## src/rtl/cpk_pkg.sv

```systemverilog
`timescale 1ns/1ps
package cpk_pkg;

    localparam int COMP_W   = 10;
    localparam int NARROW_W = 8;
    localparam int PAD_W    = 8;
    localparam int WORD_W   = 32;
    localparam int SLOTS    = 3;
    localparam int PIX_BITS = SLOTS * COMP_W;
    localparam int TAIL_W   = WORD_W - PIX_BITS;
    localparam int ACC_W    = 2 * WORD_W;
    localparam int FILL_W   = $clog2(ACC_W);
    localparam int WIDX_W   = $clog2(WORD_W);

    typedef enum logic [1:0] {
        YPOS_FIRST = 2'b00,
        YPOS_MID   = 2'b01,
        YPOS_LAST  = 2'b10,
        YPOS_RSVD  = 2'b11
    } ypos_e;

    typedef struct packed {
        logic [PAD_W-1:0] pad;
        ypos_e            ypos;
        logic             v_first;
        logic             wide;
        logic             align;
    } fmt_t;

    typedef struct packed {
        logic [COMP_W-1:0] y;
        logic [COMP_W-1:0] u;
        logic [COMP_W-1:0] v;
    } pix_t;

    localparam fmt_t FMT_RESET = '{pad: '0, ypos: YPOS_FIRST,
                                   v_first: 1'b0, wide: 1'b0, align: 1'b0};

    // slot index taken by luma for a given code; reserved code maps to slot 0
    function automatic logic [1:0] luma_slot(ypos_e code);
        case (code)
            YPOS_MID:  return 2'd1;
            YPOS_LAST: return 2'd2;
            default:   return 2'd0;
        endcase
    endfunction

endpackage

```

## src/rtl/cpk_fmt_hold.sv

```systemverilog
`timescale 1ns/1ps
module cpk_fmt_hold
    import cpk_pkg::*;
(
    input  logic clk,
    input  logic rst,
    input  logic take,
    input  logic sof,
    input  fmt_t fmt_in,
    output fmt_t fmt_use
);
    fmt_t fmt_q;

    always_ff @(posedge clk) begin
        if (rst) begin
            fmt_q <= FMT_RESET;
        end else if (take && sof) begin
            fmt_q <= fmt_in;
        end
    end

    // a frame-start pixel already uses the controls it brings
    assign fmt_use = sof ? fmt_in : fmt_q;
endmodule

```

## src/rtl/cpk_order.sv

```systemverilog
`timescale 1ns/1ps
module cpk_order
    import cpk_pkg::*;
(
    input  pix_t              pix,
    input  fmt_t              fmt,
    output logic [WORD_W-1:0] unit,
    output logic [FILL_W-1:0] unit_len
);
    logic [1:0]                 y_slot;
    logic [1:0]                 lead_slot;
    logic [COMP_W-1:0]          c_lead;
    logic [COMP_W-1:0]          c_trail;
    logic [COMP_W-1:0]          slot_val [SLOTS];
    logic [SLOTS*NARROW_W-1:0]  narrow_body;
    logic [SLOTS*COMP_W-1:0]    wide_body;

    always_comb begin
        y_slot    = luma_slot(fmt.ypos);
        lead_slot = (y_slot == 2'd0) ? 2'd1 : 2'd0;
        c_lead    = fmt.v_first ? pix.v : pix.u;
        c_trail   = fmt.v_first ? pix.u : pix.v;
    end

    for (genvar k = 0; k < SLOTS; k++) begin : g_slot
        assign slot_val[k] = (y_slot == 2'(k))    ? pix.y  :
                             (lead_slot == 2'(k)) ? c_lead : c_trail;
        assign narrow_body[k*NARROW_W +: NARROW_W] = slot_val[k][NARROW_W-1:0];
        assign wide_body[k*COMP_W +: COMP_W]       = slot_val[k];
    end

    always_comb begin
        if (!fmt.wide) begin
            unit     = {fmt.pad, narrow_body};
            unit_len = FILL_W'(WORD_W);
        end else if (fmt.align) begin
            unit     = {fmt.pad[TAIL_W-1:0], wide_body};
            unit_len = FILL_W'(WORD_W);
        end else begin
            unit     = {{TAIL_W{1'b0}}, wide_body};
            unit_len = FILL_W'(PIX_BITS);
        end
    end
endmodule

```

## src/rtl/cpk_accum.sv

```systemverilog
`timescale 1ns/1ps
module cpk_accum
    import cpk_pkg::*;
(
    input  logic              clk,
    input  logic              rst,
    input  logic              in_valid,
    input  logic              in_eof,
    input  logic [WORD_W-1:0] unit,
    input  logic [FILL_W-1:0] unit_len,
    output logic              in_ready,
    output logic              out_valid,
    input  logic              out_ready,
    output logic [WORD_W-1:0] out_data,
    output logic [FILL_W-1:0] fill
);
    logic [ACC_W-1:0]  acc_q, acc_n, rem_acc;
    logic [FILL_W-1:0] fill_q, fill_n, rem_fill;
    logic              flush_q, flush_n;
    logic              ov_q;
    logic [WORD_W-1:0] od_q;
    logic              can_load, full, emit, take;

    assign can_load = !ov_q || out_ready;
    assign full     = fill_q >= FILL_W'(WORD_W);
    assign emit     = can_load && (full || flush_q);
    assign in_ready = !flush_q && (!full || emit);
    assign take     = in_valid && in_ready;

    always_comb begin
        rem_acc  = acc_q;
        rem_fill = fill_q;
        if (emit) begin
            if (full) begin
                rem_acc  = acc_q >> WORD_W;
                rem_fill = fill_q - FILL_W'(WORD_W);
            end else begin
                rem_acc  = '0;
                rem_fill = '0;
            end
        end
        acc_n   = rem_acc;
        fill_n  = rem_fill;
        flush_n = flush_q;
        if (emit && !full) begin
            flush_n = 1'b0;
        end
        if (take) begin
            acc_n  = rem_acc | (ACC_W'(unit) << rem_fill);
            fill_n = rem_fill + unit_len;
            if (in_eof) begin
                flush_n = (fill_n[WIDX_W-1:0] != '0);
            end
        end
    end

    always_ff @(posedge clk) begin
        if (rst) begin
            acc_q   <= '0;
            fill_q  <= '0;
            flush_q <= 1'b0;
            ov_q    <= 1'b0;
            od_q    <= '0;
        end else begin
            acc_q   <= acc_n;
            fill_q  <= fill_n;
            flush_q <= flush_n;
            if (emit) begin
                ov_q <= 1'b1;
                od_q <= acc_q[WORD_W-1:0];
            end else if (out_ready) begin
                ov_q <= 1'b0;
            end
        end
    end

    assign out_valid = ov_q;
    assign out_data  = od_q;
    assign fill      = fill_q;
endmodule

```

## src/rtl/comp_packer.sv

```systemverilog
`timescale 1ns/1ps
module comp_packer
    import cpk_pkg::*;
(
    input  logic        clk,
    input  logic        rst,
    input  logic [7:0]  cfg_pad,
    input  logic [1:0]  cfg_ypos,
    input  logic        cfg_vfirst,
    input  logic        cfg_wide,
    input  logic        cfg_align,
    input  logic        in_valid,
    output logic        in_ready,
    input  logic        in_sof,
    input  logic        in_eof,
    input  logic [9:0]  in_y,
    input  logic [9:0]  in_u,
    input  logic [9:0]  in_v,
    output logic        out_valid,
    input  logic        out_ready,
    output logic [31:0] out_data
);
    fmt_t              fmt_in, fmt_use;
    pix_t              pix;
    logic [WORD_W-1:0] unit;
    logic [FILL_W-1:0] unit_len;
    logic [FILL_W-1:0] fill_lvl;

    assign fmt_in = '{pad: cfg_pad, ypos: ypos_e'(cfg_ypos),
                      v_first: cfg_vfirst, wide: cfg_wide, align: cfg_align};
    assign pix    = '{y: in_y, u: in_u, v: in_v};

    cpk_fmt_hold i_fmt (
        .clk     (clk),
        .rst     (rst),
        .take    (in_valid && in_ready),
        .sof     (in_sof),
        .fmt_in  (fmt_in),
        .fmt_use (fmt_use)
    );

    cpk_order i_order (
        .pix      (pix),
        .fmt      (fmt_use),
        .unit     (unit),
        .unit_len (unit_len)
    );

    cpk_accum i_accum (
        .clk       (clk),
        .rst       (rst),
        .in_valid  (in_valid),
        .in_eof    (in_eof),
        .unit      (unit),
        .unit_len  (unit_len),
        .in_ready  (in_ready),
        .out_valid (out_valid),
        .out_ready (out_ready),
        .out_data  (out_data),
        .fill      (fill_lvl)
    );
endmodule

```

## config.mk

```make
export PLATFORM = sky130hd
export DESIGN_NAME = comp_packer
export DESIGN_NICKNAME = d
export VERILOG_FILES = /design/src/rtl/cpk_pkg.sv /design/src/rtl/cpk_fmt_hold.sv /design/src/rtl/cpk_order.sv /design/src/rtl/cpk_accum.sv /design/src/rtl/comp_packer.sv
export SDC_FILE = /design/constraint.sdc
export NUM_CORES = 1
export LEC_CHECK = 0
export BUFFER_PORTS_ARGS = -buffer_cell sky130_fd_sc_hd__buf_2
export CORE_UTILIZATION = 48
export DETAILED_ROUTE_END_ITERATION = 7
export HOLD_SLACK_MARGIN = 0.1
export MAX_ROUTING_LAYER = met4
export PLACE_DENSITY_LB_ADDON = 0.08
export SYNTH_ARGS = -nofsm -noshare
export SYNTH_HDL_FRONTEND = slang
export SYNTH_SLANG_ARGS = --single-unit
```

## constraint.sdc

```tcl
create_clock -name clk -period 6.2 [get_ports clk]
set_clock_uncertainty 0.05 [all_clocks]
set_input_delay 1.24 -clock clk [delete_from_list [all_inputs] [get_ports clk]]
set_output_delay 1.24 -clock clk [all_outputs]
set_load 0.005 [all_outputs]
```

==> run metrics <==
die area 17880 sq um; area of the multi-input gates 5553 sq um; CP Buf/Inv Count 2; Post-CTS Setup Bufs 0; Die X 133.7 um; placed inst area 8831 sq um; CP Capture Type flip-flop; CP peak stage delay 1.05 ns; total grt overflow 0; Seq. cell area 2342 sq um; Tmin final 5.096 ns; Final Instance Area 9389 sq um; Core Area 16760 sq um; Synth Warn # 0; status complete, no violations; # nets final 1197; number of hold buffers added after cts 0; critical path data arrival time 5.32 ns; commonest non-fill, non-tap cells in the layout 167 x nand2_1, 123 x a21oi_1, 117 x dfxtp_1, 96 x nor2_1, 81 x buf_2; measured slew at the worst slew-check pin 1.155 ns; Period Utilization, post-route 0.8219; CP Max Fanout 46; Critical Path Start Type primary input; Worst-Skew Late Latency 0.42 ns; TritonCTS Sinks 117; hold path cells 2; synth top area cells dfxtp_1 28%, nand2_1 7.5%, a21oi_1 7.5%; worst reg2reg path endpoint i_accum.acc_q[33]; Num CTS Buffers 17; vias in the first global route 8007; most frequent CP cell mux2i_1; drt pass-1 iters 7; effective utilization at floorplan 0.4968; Top Family by Delay on Critical Path compound AO/OA/AOI/OAI gates; slew margin rel. 0.2303; RSZ-0062 raised after global routing no; via/cell ratio 6.589; Setup TNS 0 ns; Max IR drop VDD 0.0002216 V; Std-Cell Rows 47; antenna violations before repair 0; pwr/cell area 279.2 nW/um^2; initial DRC count 1318; CTS tree done; grt met2 use 0.4801; Clock Path Buffers 2; GR Util All Layers 0.3438; Post-Synthesis Cells 1115; Layout area overhead 12.76%; largest net degree at the start of global routing 84; min-delay src i_accum.out_data[6]; Seq cells post-synth 117; diode count 0; hold endpoint i_accum.out_data[6]; Clock Tree Root clkbuf_16; worst r2r src i_fmt.fmt_q[3]; mapped cell area 8327 sq um; Avg WL per Cell 21.70 um; commonest non-fill, non-tap cell in the layout nand2_1; syn avg cell area 7.468 sq um; Synth async-reset ratio 0; vias 9047; total power 2.622 mW; dpl cells 1342; crit path cell chain buf_2 > mux2i_1 > inv_1 > ha_1 > xnor2_1 > o311ai_1 > a22oi_1 > mux2i_1 > mux2i_1 > mux2_2 > a221oi_1 > a211oi_1; GR Layer Usage met3 0.07268; chip height 133.7 um; Lkg Pwr 3.564 nW; final WL 29800 um; I/O pins 83; dpl hpwl 21040 um; max-cap check violation count 0; port bufs 82; global-route wire length before repair 46090 um; Final Slew Violations 0; layout cells sized above 1 0.1544; DRC Markers 0; Crit Path Category in2reg; met1 Use GR 0.4808; CTS H-tree depth 4; slowest CP cell ha_1; post-synth cell types 76; ys flop type dfxtp_1; syn nets 1171; reg-to-reg slack, setup 2.03 ns; Final Hold Vio Count 0; fmax 0.1963 GHz; Non-Filler Instances 1373; Fillers 1650; Post-synth EDFFs 0; sequential share of the synthesized area 0.2813; Clock Pin Slew Worst Setup and Hold Paths 0.06 ns; gr busiest metal met1; Final Setup Violations 0; Routed Antenna Nets 0; Final Core Density 0.5602; cts repair resizes 0; Synth area leader dfxtp_1; area share of the leading cell type in the synthesized netlist 0.2813; Hold Path Class reg2reg; Final GP Congestion 0.9905; CP required 6.43 ns; worst reg2reg path depth 11
==> final cells by class <==
type,count,share of cell area
inverters,20,0.007996
flip-flops and latches,117,0.2495
clock buffers,20,0.04864
well taps,220,0.02932
multi-input cells,880,0.5914
clock inverters,11,0.01079
repair buffers,105,0.06237
==> power by group <==
part           internal (mW)  switching (mW)  leakage, nW
registers              0.814          0.0544        0.952
clock network          0.569           0.363        0.265
logic                  0.287           0.534         2.35
==> kinds of logic (layout without fill, tap and decap cells) <==
family / Yosys count / in the layout / share of synthesized area
simple gates: 417 / 417 / 0.2243
compound gates: 370 / 370 / 0.2992
buf+inv: 118 / 156 / 0.05620
flops: 117 / 117 / 0.2813
mux: 82 / 82 / 0.1234
fa+ha+maj: 7 / 7 / 0.01142
xor+xnor: 4 / 4 / 0.004208
==> Yosys cell counts (all sizes together) (4+ instances only) <==
master / n
o32a: 4
a22o: 5
clkbuf: 74
and2: 9
a21oi: 125
nand2: 167
o211ai: 17
a2111oi: 4
o22ai: 12
or2: 4
nor2b: 4
or3: 9
nor4: 7
a22oi: 31
a211oi: 16
a221oi: 6
a32oi: 7
o221ai: 5
o32ai: 5
a311o: 4
o31ai: 10
nand2b: 29
a21o: 5
dfxtp: 117
nand4: 7
mux4: 12
nor2: 97
o311ai: 8
o21a: 6
nand3: 36
nor3: 39
mux2: 23
a222oi: 19
buf: 24
nor3b: 4
o21ai: 47
ha: 6
mux2i: 47
inv: 20
a31oi: 10
==> worst min-delay path, stage by stage, from the launching register on <==
cell	delay [ns]
dfxtp_1	0.30
nand2_1	0.05
a21oi_1	0.05
==> how the worst max path moves through the flow <==
stage	start	cells after the start	slack, ns	endpoint
after detailed placement	in_sof	12	0.79	i_accum.acc_q[33]
after CTS	in_sof	12	1.22	i_accum.acc_q[33]
after global placement	in_sof	12	0.88	i_accum.acc_q[33]
after global routing	in_sof	12	0.81	i_accum.acc_q[33]
final	in_sof	12	1.10	i_accum.acc_q[33]
after floorplan	in_sof	16	1.16	i_accum.acc_q[14]
==> per-stage QoR <==
step / worst slack [ns] / hold slack, ns
2_1_floorplan: 1.158 / 0.3760
3_3_place_gp: 0.8786 / 0.3883
3_5_place_dp: 0.7889 / 0.3951
4_1_cts: 1.224 / 0.4029
5_1_grt: 0.8136 / 0.4163
6_report: 1.104 / 0.3999
==> state kept, by name (all words and copies together) (netlist names) <==
register / count
i_accum.out_valid: 1
i_accum.acc_q: 64
i_accum.out_data: 32
i_accum.flush_q: 1
i_fmt.fmt_q: 13
i_accum.fill: 6
==> layer usage <==
layer	part of all wire	wire length, um
met1	0.45	13270
met2	0.43	12710
met3	0.097	2890
met4	0.031	927
met5	0	0
Power figures use the tool's default switching activity.
